## src/rtl/edge_irq_pkg.sv

```systemverilog
package edge_irq_pkg;
  localparam int unsigned ADR_ID     = 6'h06;
  localparam int unsigned ADR_CLR    = 6'h07;
  localparam int unsigned ADR_STAT   = 6'h14;
  localparam int unsigned ADR_CTRL   = 6'h15;
  localparam int unsigned ADR_RISE   = 6'h18;
  localparam int unsigned ADR_FALL   = 6'h20;
  localparam int unsigned ADR_SNAP   = 6'h28;
  localparam logic [7:0]  ID_VALUE   = 8'h27;
  localparam int unsigned CTRL_W     = 5;
  // control bit positions
  localparam int unsigned C_EDGE_EN  = 0;
  localparam int unsigned C_OVF_EN   = 1;
  localparam int unsigned C_IRQ_EN   = 2;
  localparam int unsigned C_RISE_EN  = 3;
  localparam int unsigned C_FALL_EN  = 4;
  // clear register bit positions
  localparam int unsigned K_OVF      = 2;
  localparam int unsigned K_EDGE     = 3;
endpackage

```

## src/rtl/edge_irq_regs.sv

```systemverilog
module edge_irq_regs
  import edge_irq_pkg::*;
#(
  parameter int NCH = 24,
  parameter int AW  = 6
) (
  input  logic              clk,
  input  logic              rst,
  input  logic              wr_en,
  input  logic [AW-1:0]     addr,
  input  logic [7:0]        wdata,
  output logic [NCH-1:0]    rise_mask,
  output logic [NCH-1:0]    fall_mask,
  output logic [CTRL_W-1:0] ctrl,
  output logic              clr_edge,
  output logic              clr_ovf
);
  localparam int NB = NCH / 8;

  always_ff @(posedge clk) begin
    if (rst) begin
      rise_mask <= '0;
      fall_mask <= '0;
      ctrl      <= '0;
    end else if (wr_en) begin
      if (addr == AW'(ADR_CTRL)) ctrl <= wdata[CTRL_W-1:0];
      for (int b = 0; b < NB; b++) begin
        if (addr == AW'(ADR_RISE + b)) rise_mask[b*8 +: 8] <= wdata;
        if (addr == AW'(ADR_FALL + b)) fall_mask[b*8 +: 8] <= wdata;
      end
    end
  end

  assign clr_edge = wr_en && (addr == AW'(ADR_CLR)) && wdata[K_EDGE];
  assign clr_ovf  = wr_en && (addr == AW'(ADR_CLR)) && wdata[K_OVF];

  AST_MASK_RESET: assert property (@(posedge clk) disable iff (rst)
    $past(rst) |-> (rise_mask == '0 && fall_mask == '0 && ctrl == '0));
endmodule

```

## src/rtl/edge_irq_detect.sv

```systemverilog
module edge_irq_detect #(
  parameter int NCH = 24
) (
  input  logic           clk,
  input  logic           rst,
  input  logic [NCH-1:0] in_vec,
  input  logic [NCH-1:0] rise_mask,
  input  logic [NCH-1:0] fall_mask,
  input  logic           rise_en,
  input  logic           fall_en,
  output logic           hit
);
  logic [NCH-1:0] in_q;
  logic [NCH-1:0] up_sel;
  logic [NCH-1:0] dn_sel;

  always_ff @(posedge clk) begin
    if (rst) in_q <= '0;
    else     in_q <= in_vec;
  end

  assign up_sel = in_vec & ~in_q & rise_mask;
  assign dn_sel = ~in_vec & in_q & fall_mask;
  assign hit    = (rise_en && (|up_sel)) || (fall_en && (|dn_sel));

  AST_NO_HIT_STILL: assert property (@(posedge clk) disable iff (rst)
    (in_vec == in_q) |-> !hit);
endmodule

```

## src/rtl/edge_irq_status.sv

```systemverilog
module edge_irq_status
  import edge_irq_pkg::*;
#(
  parameter int NCH = 24
) (
  input  logic              clk,
  input  logic              rst,
  input  logic              hit,
  input  logic              clr_edge,
  input  logic              clr_ovf,
  input  logic [NCH-1:0]    in_vec,
  input  logic [CTRL_W-1:0] ctrl,
  output logic              edge_flag,
  output logic              ovf_flag,
  output logic              pending,
  output logic [NCH-1:0]    snap,
  output logic              irq
);
  always_ff @(posedge clk) begin
    if (rst) begin
      edge_flag <= 1'b0;
      ovf_flag  <= 1'b0;
      snap      <= '0;
      irq       <= 1'b0;
    end else begin
      edge_flag <= hit | (edge_flag & ~clr_edge);
      ovf_flag  <= (hit & edge_flag & ~clr_edge) | (ovf_flag & ~clr_ovf);
      if (hit && !edge_flag) snap <= in_vec;
      irq       <= pending;
    end
  end

  assign pending = ((edge_flag & ctrl[C_EDGE_EN]) | (ovf_flag & ctrl[C_OVF_EN]))
                   & ctrl[C_IRQ_EN];

  AST_OVF_AFTER_EDGE: assert property (@(posedge clk) disable iff (rst)
    $rose(ovf_flag) |-> $past(edge_flag));
  AST_EDGE_CLEARED: assert property (@(posedge clk) disable iff (rst)
    (clr_edge && !hit) |=> !edge_flag);
  AST_SNAP_HELD: assert property (@(posedge clk) disable iff (rst)
    edge_flag |=> $stable(snap));
  AST_IRQ_GATED: assert property (@(posedge clk) disable iff (rst)
    !ctrl[C_IRQ_EN] |=> !irq);
endmodule

```

## src/rtl/edge_irq_ctrl.sv

```systemverilog
module edge_irq_ctrl
  import edge_irq_pkg::*;
#(
  parameter int NCH = 24,
  parameter int AW  = 6
) (
  input  logic           clk,
  input  logic           rst,
  input  logic           wr_en,
  input  logic           rd_en,
  input  logic [AW-1:0]  addr,
  input  logic [7:0]     wdata,
  output logic [7:0]     rd_data,
  input  logic [NCH-1:0] in_vec,
  output logic           irq
);
  localparam int NB = NCH / 8;

  logic [NCH-1:0]    rise_mask, fall_mask, snap;
  logic [CTRL_W-1:0] ctrl;
  logic              clr_edge, clr_ovf, hit;
  logic              edge_flag, ovf_flag, pending;
  logic [7:0]        rd_mux;

  edge_irq_regs #(.NCH(NCH), .AW(AW)) u_regs (
    .clk(clk), .rst(rst), .wr_en(wr_en), .addr(addr), .wdata(wdata),
    .rise_mask(rise_mask), .fall_mask(fall_mask), .ctrl(ctrl),
    .clr_edge(clr_edge), .clr_ovf(clr_ovf)
  );

  edge_irq_detect #(.NCH(NCH)) u_detect (
    .clk(clk), .rst(rst), .in_vec(in_vec),
    .rise_mask(rise_mask), .fall_mask(fall_mask),
    .rise_en(ctrl[C_RISE_EN]), .fall_en(ctrl[C_FALL_EN]), .hit(hit)
  );

  edge_irq_status #(.NCH(NCH)) u_status (
    .clk(clk), .rst(rst), .hit(hit), .clr_edge(clr_edge), .clr_ovf(clr_ovf),
    .in_vec(in_vec), .ctrl(ctrl), .edge_flag(edge_flag), .ovf_flag(ovf_flag),
    .pending(pending), .snap(snap), .irq(irq)
  );

  always_comb begin
    rd_mux = 8'h00;
    if (addr == AW'(ADR_ID))   rd_mux = ID_VALUE;
    if (addr == AW'(ADR_STAT)) rd_mux = {5'b0, pending, ovf_flag, edge_flag};
    if (addr == AW'(ADR_CTRL)) rd_mux = {{(8-CTRL_W){1'b0}}, ctrl};
    for (int b = 0; b < NB; b++) begin
      if (addr == AW'(ADR_RISE + b)) rd_mux = rise_mask[b*8 +: 8];
      if (addr == AW'(ADR_FALL + b)) rd_mux = fall_mask[b*8 +: 8];
      if (addr == AW'(ADR_SNAP + b)) rd_mux = snap[b*8 +: 8];
    end
  end

  always_ff @(posedge clk) begin
    if (rst)        rd_data <= 8'h00;
    else if (rd_en) rd_data <= rd_mux;
  end

  AST_ID_READ: assert property (@(posedge clk) disable iff (rst)
    (rd_en && addr == AW'(ADR_ID)) |=> (rd_data == ID_VALUE));
endmodule

```

## config.mk

```make
export PLATFORM = sky130hd
export DESIGN_NAME = edge_irq_ctrl
export DESIGN_NICKNAME = d
export VERILOG_FILES = /design/src/rtl/edge_irq_pkg.sv /design/src/rtl/edge_irq_regs.sv /design/src/rtl/edge_irq_detect.sv /design/src/rtl/edge_irq_status.sv /design/src/rtl/edge_irq_ctrl.sv
export SDC_FILE = /design/constraint.sdc
export NUM_CORES = 1
export LEC_CHECK = 0
export BUFFER_PORTS_ARGS = -buffer_cell sky130_fd_sc_hd__buf_4
export CORE_AREA = 2 2 88 154
export CTS_CLUSTER_SIZE = 10
export DETAILED_ROUTE_END_ITERATION = 8
export DIE_AREA = 0 0 90 156
export GPL_TIMING_DRIVEN = 0
export PLACE_DENSITY = 0.63
export SLEW_MARGIN = 5
export SYNTH_ARGS = -nofsm -noshare
export SYNTH_HDL_FRONTEND = slang
export SYNTH_SLANG_ARGS = --single-unit
```

## constraint.sdc

```tcl
create_clock -name clk -period 3.7 [get_ports clk]
set_clock_uncertainty 0.1 [all_clocks]
set_input_delay 0.185 -clock clk [delete_from_list [all_inputs] [get_ports clk]]
set_output_delay 0.185 -clock clk [all_outputs]
set_load 0.02 [all_outputs]
```

# After elaboration in Yosys (flattened, before gate mapping)
# Cells that the tools add are included.
# classes
reduce_logical	17
bitwise	18
muxes	12
eq_ne	13
# op_table
op	count
bitwise AND 24 bit	4
two-way mux 8 bit	11
NOT 24 bit	2
OR reduction 24 bit	2
== test 6 bit (second input constant)	6
== test 6 x 5 -> 1 bit (second input constant)	5
AND reduction 2 bit	7
== test 6 x 3 -> 1 bit (second input constant)	2
bitwise AND 1 bit	7
logical AND 1 bit	6
two-way mux 6 bit	1
bitwise OR 1 bit	3
NOT 1 bit	2
zero test 1 bit	1
logical OR 1 bit	1
# totals
elab_cells	73
in_bits	42
reg_bits	112

# Depth between registers and ports, before layout
# Gate-level depths: netlist of the first run.
# depth
word_depth	14
depth_mapped	8
ltp_nobuf	6

# By module
# From an unflattened synthesis of the first run, not the netlist that was laid out.
# hier_totals
cells_unflattened	610
hier_area_um2	5783.0
# modules_own_cells
mod	instances	area_per_inst_um2	seq_area_each_um2	cells_per_inst
edge_irq_regs	1	2162.1	1061.0	195
edge_irq_status	1	1285.0	540.5	119
edge_irq_ctrl	1	1243.7	160.2	167
edge_irq_detect	1	1092.3	480.5	129

# Worst setup path before layout of the first run
# No wires, ideal clock.
# synth_timing
path_type	register to register
start	register u_regs.fall_mask[6]
end	register u_status.snap[10]
path_slack_ns	1.642
arrival_ns	1.837
required_ns	3.479
path_stages_with_launch	8
path_cell_list	dfxtp_1 > nand3b_1 > o21ai_0 > nor4_1 > nand3_1 > a32oi_1 > buf_2 > mux2_2
# synth_via
elab_chain_len	5
# synth_lines
element	line	source
start: declaration	edge_irq_regs.sv:13	output logic [NCH-1:0] fall_mask,
start signal: indexed assignment	edge_irq_regs.sv:29	if (addr == AW'(ADR_FALL + b)) fall_mask[b*8 +: 8] <= wdata;
bitwise AND 24 bit	edge_irq_detect.sv:23	assign dn_sel = ~in_vec & in_q & fall_mask;
OR reduction 24 bit	edge_irq_detect.sv:24	assign hit = (rise_en && (|up_sel)) || (fall_en && (|dn_sel));
logical AND 1 bit	edge_irq_detect.sv:24	
logical OR 1 bit	edge_irq_detect.sv:24	
logical AND 1 bit	edge_irq_status.sv:28	if (hit && !edge_flag) snap <= in_vec;
end signal: assignment	edge_irq_status.sv:28	
end: declaration	edge_irq_status.sv:16	output logic [NCH-1:0] snap,
# No other way between the ends.
# A chain may end at the register's enable or synchronous reset.

# Worst setup path after layout of the first run
# layout_timing
start	register u_regs.rise_mask[21]
end	register u_status.snap[20]
# layout_via
elab_chain_len	5
# layout_lines
element	line	source
start: declaration	edge_irq_regs.sv:12	output logic [NCH-1:0] rise_mask,
start signal: indexed assignment	edge_irq_regs.sv:28	if (addr == AW'(ADR_RISE + b)) rise_mask[b*8 +: 8] <= wdata;
bitwise AND 24 bit	edge_irq_detect.sv:22	assign up_sel = in_vec & ~in_q & rise_mask;
OR reduction 24 bit	edge_irq_detect.sv:24	
logical AND 1 bit	edge_irq_detect.sv:24	
logical OR 1 bit	edge_irq_detect.sv:24	
logical AND 1 bit	edge_irq_status.sv:28	
# No other way between the ends.

==> results of run 1 <==
Yosys cell counts, drive strengths merged, types with 2 or more instances:
library cell / number
a2111oi: 3
and3: 2
or2: 2
mux2: 24
a211oi: 5
nor2: 22
o32ai: 2
clkbuf: 29
nor2b: 50
a21oi: 54
dfxtp: 112
a222oi: 6
a22oi: 9
inv: 6
nand2: 109
buf: 8
nand2b: 8
nand3: 51
nand3b: 3
or3: 2
o21ai: 7
nor4: 9
a22o: 4
nor3: 11
a221oi: 7
mux2i: 9
o22ai: 29
a211o: 2
logic make-up after synthesis:
| kind of cell | after synthesis |
|---|---|
| multiplexers | 33 |
| buffers and inverters | 43 |
| flip-flops | 112 |
| AND/OR/NAND/NOR | 275 |
| AO/OA/AOI/OAI | 135 |
layout make-up:
| class | instances | share of cell area (%) |
|---|---|---|
| multi-input combinational | 443 | 44.4 |
| buffer | 37 | 2.50 |
| inverter | 6 | 0.381 |
| sequential | 112 | 38.0 |
| tap | 171 | 3.62 |
| timing repair buffer | 48 | 6.19 |
| clock buffer | 9 | 3.81 |
| clock inverter | 7 | 1.14 |
registers in the layout, summed over array words and instances (netlist names):
register and cells:
u_status.edge_flag 1, u_status.ovf_flag 1, rd_data 8, u_regs.fall_mask 24, u_detect.in_q 24, u_status.snap 24, u_regs.ctrl 5, u_status.irq 1
u_regs.rise_mask 24
power groups by stage:
stage | Combinational (mW) | Clock, mW | Sequential [mW]
after floorplan | 0.0812 | 0 | 1.26
after global placement | 0.176 | 0 | 1.27
after detailed placement | 0.178 | 0 | 1.27
after CTS | 0.180 | 0.985 | 1.24
after global routing | 0.194 | 1.03 | 1.24
final | 0.183 | 0.982 | 1.24
final timing paths:
kind | from | slack [ps] | endpoint | cells past startpoint
worst max-delay path | u_regs.rise_mask[21]$_SDFFE_PP0P_ | 610 | u_status.snap[20]$_SDFFE_PP0P_ | 7
worst min-delay path | in_vec[15] | -3 | u_detect.in_q[15]$_SDFF_PP0_ | 2
worst max register to register | u_regs.rise_mask[21]$_SDFFE_PP0P_ | 610 | u_status.snap[20]$_SDFFE_PP0P_ | 7
worst min register to register | u_regs.ctrl[2]$_SDFFE_PP0P_ | 360 | u_regs.ctrl[2]$_SDFFE_PP0P_ | 2
what timing repair did:
item | in CTS | in global routing
setup endpoints to repair | 0 | 0
buffers inserted | 0 | 0
hold endpoints to repair | 2 | 0
hold buffers | 2 | 0
gates resized for setup | 0 | 0
worst register-to-register path, delay by kind of cell (launching register included):
kind	cells	cell delay, ps
flops	1	360
mux	1	370
simple gates	3	720
compound gates	2	980
buf+inv	1	440
stage by stage:
stage / utilization [%] / hold WS, ps / power, mW
after floorplan: - / 166 / 1.34
after global placement: 43.7 / 300 / 1.44
after detailed placement: 43.7 / 309 / 1.44
after CTS: 46.1 / 0.687 / 2.40
after global routing: 46.1 / 11.9 / 2.47
final: 46.1 / -3.11 / 2.40
per-layer routing:
metal	track usage (%)	part of all wire (%)	up-vias
met4	19.6	7.9	0
met3	4.93	5.6	77
met5	0	0	-
met2	49.9	50	224
li1	-	-	2264
met1	28.9	36	2353
cell usage in the layout, fill, tap and decap left out, types with 3 or more instances in the layout:
cell type,netlist,routed
o22ai_1,29,29
nor3_1,9,9
o21ai_0,7,7
nand2_1,109,109
a22o_1,4,4
a222oi_1,6,6
nor4_1,7,7
a211oi_1,5,5
clkbuf_1,29,29
a221oi_1,6,6
buf_4,0,46
clkbuf_16,0,9
inv_8,0,3
inv_1,6,6
nor2_1,22,22
dfxtp_1,112,112
inv_6,0,3
buf_2,7,7
nand2b_1,8,8
mux2_2,24,24
a21oi_1,54,54
nand3b_1,3,3
mux2i_1,9,9
a22oi_1,9,9
nand3_1,51,51
nor2b_1,50,50
==> results.md, run 1 <==
- Global-route wire length before repair: about 29000 microns
- Arrival @ worst endpoint: roughly 3200 ps
- Syn nets: 640
- Sequential share of the synthesized area: between 40 and 50%
- CP Class: flop to flop
- Area of the mapped netlist: between 5000 and 6000 sq um
- Cell Rows: 55
- GRT overflow: 0
- DIE AREA: between 10000 and 15000 sq um
- Area share of fa/ha/maj cells after synthesis: 0%
- Critical path buffers and inverters: 1
- GPL Wtd Cong: between 1 and 1.5
- Final setup fails: 0
- Post-synthesis mux area share: just over 7%
- # clock sinks: ~110
- Area Growth Syn to Fin: 17.3%
- Least-Margin Pin Slew: around 1100 ps
- HPWL after detailed placement: ~15000 microns
- Sw Ratio: between 20% and 30%
- CP Launch Type: flop
- Largest net degree at the start of global routing: 22
- Failing checks: negative hold slack
- Mapped Cells: 598
- Cell taking the most area after synthesis: dfxtp_1
- Crit-path max FO: 10
- CP required: around 3900 ps
- Highest clock rate: 0.324 GHz
- Async SR Flop Fraction: 0%
- CTS root buf: clkbuf_16
- Post-synth EDFFs: 0
- Pre-antenna DRT Iters: 6
- Synth Warn #: 0
- Slew Limit Fails: 0
- Clk pin slew, worst setup/hold paths: approximately 90 ps
- Fin crit share: 83.4%
- Remaining antenna violation count after routing: 0
- Worst vdd ir: roughly 0.2 mV
- Final min period: about 3100 ps
- Sequential Power Share: approximately half
- CTS Buf Count: 9
- Die height: between 150 and 200 microns
- Synth top area share: 44.6%
- Initial core utilization: between 30% and 40%
- Register Area: 2240 sq um
- FILL cells: 1354
- Area contributors post-synth: dfxtp_1, nand2_1, nor2b_1
- Share of cells above drive strength 1: ~16%
- Logic pwr share: 7.6%
- Total inserted antenna cells: 0
- Ys flop type: dfxtp_1
- Finished Layout Cells: around 830
- Initial antenna violation count: 0
- Post-route cell area: roughly 6000 sq um
- Clk Latency, worst-skew pair: between 300 and 400 ps
- Unrepaired setup endpoints after global routing: no
- Critical path, cell by cell: nand2_1 -> o22ai_1 -> nor4_1 -> nand3_1 -> a32oi_1 -> buf_2 -> mux2_2
- 1st-iter DRT viols: between 400 and 500
- Routed WL: between 15000 and 20000 microns
- Clock Path Buffers: 2
- H-Tree Depth: 3
- Type of destination of the critical path: flop
- PwrDens: just over 400 nW/um^2
- Post-Synth Simple-Gate Area: roughly 27%
- Avg Inst Size Synth: around 8.4 sq um
- Sum Neg Setup Slack: 0 ps
- Crit-path slowest cell: a32oi_1
- Status: finished with violations
- I/O pin count: 51
- Dpl ws: 629 ps
- All-Layer GR Usage: between 20 and 30%
- Via density: 5.90
- Switching power: around 0.64 mW
- Multi-input logic area: 2620 sq um
- Instance area at placement: ~5600 sq um
- P_leak: 2.10 nW
- Inst Count DP: between 800 and 900
- Int Pwr: roughly 1.8 mW
- CTS tree: built
- Wire per inst: ~23 microns
- Post-Synth XOR/XNOR Area: 0%
- Yosys cell types: 46
- Compound-Gate Fraction of Synth Area: 17.6%
- Largest family of logic cells by synthesized area: simple AND/OR/NAND/NOR gates
- Relative slew slack: approximately a quarter
- Final Net Count: around 700
- Number of remaining DRC errors: 0
- Max cap viols: 0
- Core Box Area: 12800 sq um
- Vias: 4918
- Setup WS post-layout: approximately 610 ps
- Top delay family on crit path: compound AO/OA/AOI/OAI gates
- Port bufs: 46
- #FFs+latches synth: roughly 110
- Hold Fails Final Rpt: 2
- Class of the worst hold path: input pin to flop
- Clock share of power: between 40% and 50%
- Critical path's largest stage delay: 850 ps
- Die Width: about 90 microns
- Vias in the first global route: about 4800
- Fin Hold WS: -3.11 ps
Note: power is estimated with default switching activity, not from simulation.
==> run 2: changes to the inputs <==
--- a/config.mk
+++ b/config.mk
@@ -11,7 +11,7 @@
 export DETAILED_ROUTE_END_ITERATION = 8
 export DIE_AREA = 0 0 90 156
 export GPL_TIMING_DRIVEN = 0
-export PLACE_DENSITY = 0.63
+export PLACE_DENSITY = 0.65
 export SLEW_MARGIN = 5
 export SYNTH_ARGS = -nofsm -noshare
 export SYNTH_HDL_FRONTEND = slang
==> constraint.sdc (replaced) <==
create_clock -name clk -period 2.8 [get_ports clk]
set_clock_uncertainty 0.1 [all_clocks]
set_input_delay 0.14 -clock clk [delete_from_list [all_inputs] [get_ports clk]]
set_output_delay 0.14 -clock clk [all_outputs]
set_load 0.02 [all_outputs]
==> run 2 against run 1 <==
  * The run still ends with negative hold slack left
  * Count of clock-buffer cells in the layout did not move
  * Sequential share of layout area is 1.7 points lower
  * Sequential power up 32%
  * Utilization grew 2.1 points
  * Via count is 3.1% higher
  * Setup slack worse by 510 ps
  * Non-clock buffer count is 26 higher
  * First-iteration DRC count up 16%
  * Largest cell class unchanged
==> results.md, run 2 (same netlist as run 1, synthesis figures left out) <==
- Status: finished with violations
- Failing checks: negative hold slack
- Worst reg2reg setup slack: 150 ps (-460 ps)
- Final min period: approximately 2700 ps
- Clk Latency, worst-skew pair: 360 ps (about the same)
- Setup WS post-layout: 104 ps (-509 ps)
- Wire per inst: 22.7 microns (-3.0%)
- Fin Hold WS: -0.920 ps (+2.19 ps)
- Critical R2R Launch: u_regs.rise_mask[5]$_SDFFE_PP0P_
- Hold Path Depth: 2 (unchanged)
- GRT overflow: 0 (unchanged)
- 1st-iter DRT viols: 561 (+16%)
- Most frequent cells in the layout: dfxtp_1, nand2_1, a21oi_1
- CP Class: input pin to flop
- Final Net Count: 725 (+3.7%)
- H-Tree Depth: 3 (unchanged)
- Least-Margin Pin Slew: 1170 ps (+59.1 ps)
- CTS Buf Count: 9 (unchanged)
- Fin crit share: a little over nine tenths
- Global-route wire length before repair: 29300 microns (+1.5%)
- Via density: 5.90 (about the same)
- Class of the worst hold path: input pin to flop
- HPWL after detailed placement: 15000 microns (-1.9%)
- Port bufs: 46 (unchanged)
- Dpl ws: -286 ps (-915 ps)
- All-Layer GR Usage: 27.7% (-0.047 points)
- CP startpoint: in_vec[5]
- Final setup fails: 0 (unchanged)
- Slew Limit Fails: 0 (unchanged)
- Worst r2r path cells: 7 (unchanged)
- CP Launch Type: input pin
- CP required: 2950 ps (-900 ps)
- Number of remaining DRC errors: 0 (unchanged)
- Cell Rows: 55 (unchanged)
- Clock Path Buffers: 2 (unchanged)
- Vias in the first global route: 5068 (+5.7%)
- Pre-antenna DRT Iters: 6 (unchanged)
- R2r endpoint: u_status.snap[22]$_SDFFE_PP0P_
- Commonest non-fill, non-tap cell in the layout: dfxtp_1
- Total inserted antenna cells: 0 (unchanged)
- Largest net degree at the start of global routing: 20 (-9.1%)
- Max cap viols: 0 (unchanged)
- Initial antenna violation count: 0 (unchanged)
- DIE AREA: 14000 sq um (unchanged)
- Crit-path max FO: 10 (unchanged)
- PwrDens: 511 nW/um^2 (+26%)
- Arrival @ worst endpoint: 2850 ps (-380 ps)
- I/O pin count: 51 (unchanged)
- GPL Wtd Cong: 1.01 (-1.6%)
- CTS tree: built
- Routed WL: 19500 microns (about the same)
- Die Width: 90 microns (unchanged)
- Clk pin slew, worst setup/hold paths: 70 ps (-20 ps)
- Hold Fails Final Rpt: 1 (-1)
- CTS root buf: clkbuf_16
- Tot Pwr: 3.16 mW (+31%)
- Share of cells above drive strength 1: 15.8% (+0.28 points)
- Unrepaired setup endpoints after global routing: no
- Remaining antenna violation count after routing: 0 (unchanged)
- # clock sinks: 112 (unchanged)
- Initial core utilization: 39.3% (unchanged)
- Crit path to: u_status.snap[22]$_SDFFE_PP0P_
- Die height: 156 microns (unchanged)
- Area Growth Syn to Fin: 22.7%
- Type of destination of the critical path: flop
- P_leak: 2.20 nW (+5.1%)
- Highest clock rate: 0.371 GHz
- Worst vdd ir: 0.265 mV (+32%)
- Vias: 5070 (+3.1%)
- Relative slew slack: 21.0% (-4.6 points)
- Core Box Area: 12800 sq um (unchanged)
run 2: metrics by stage:
stage,util [%],cells,area (sq um),setup TNS [ps]
floorplan,-,598,5030,0
global placement,43.7,815,5590,-7320
detailed placement,43.7,815,5590,-5980
CTS,48.0,856,6150,0
global route,48.2,859,6170,0
finish,48.2,859,6170,0
run 2: cell type report:
class	count	area [sq um]
fill	1271	6630
multi-input combinational	443	2650
sequential	112	2240
timing repair buffer	74	618
clock buffer	9	225
tap	171	214
buffer	37	151
clock inverter	7	55.1
inverter	6	22.5
run 2: metal layers:
layer  part of all wire, %  global-route usage, %
met2                    51                   50.6
met1                    36                   28.8
met5                     0                      0
met3                   5.6                   3.72
met4                   8.0                   20.0
run 2: critical path: stages:
cell and delay, ps:
dlygate4sd3_1 550, buf_4 150, nand2_1 60, o22ai_1 160, nor4_2 370, nand3_1 290, a32oi_4 390, buf_2 360
mux2_2 370
run 2: worst min path at each step:
stage,startpoint,to,slack (ps)
floorplan,rst,u_detect.in_q[0]$_SDFF_PP0_,120
global placement,rst,u_detect.in_q[0]$_SDFF_PP0_,250
detailed placement,rst,u_detect.in_q[0]$_SDFF_PP0_,270
CTS,wdata[0],u_regs.rise_mask[0]$_SDFFE_PP0P_,2
global route,wdata[1],u_regs.fall_mask[9]$_SDFFE_PP0P_,10
finish,in_vec[23],u_detect.in_q[23]$_SDFF_PP0_,-0.9
run 2: repair_timing:
item                       in CTS  in global routing
gates resized for setup         3                  3
buffers inserted                0                  3
hold endpoints to repair       33                  0
hold buffers                   25                  0
setup endpoints to repair      20                 22
pin swaps                       0                  1
run 2: power breakdown:
part           total [mW]  internal, mW  switching (mW)
registers            1.64          1.62          0.0206
logic               0.270         0.105           0.165
clock network        1.25         0.613           0.637
total                3.16          2.34           0.823
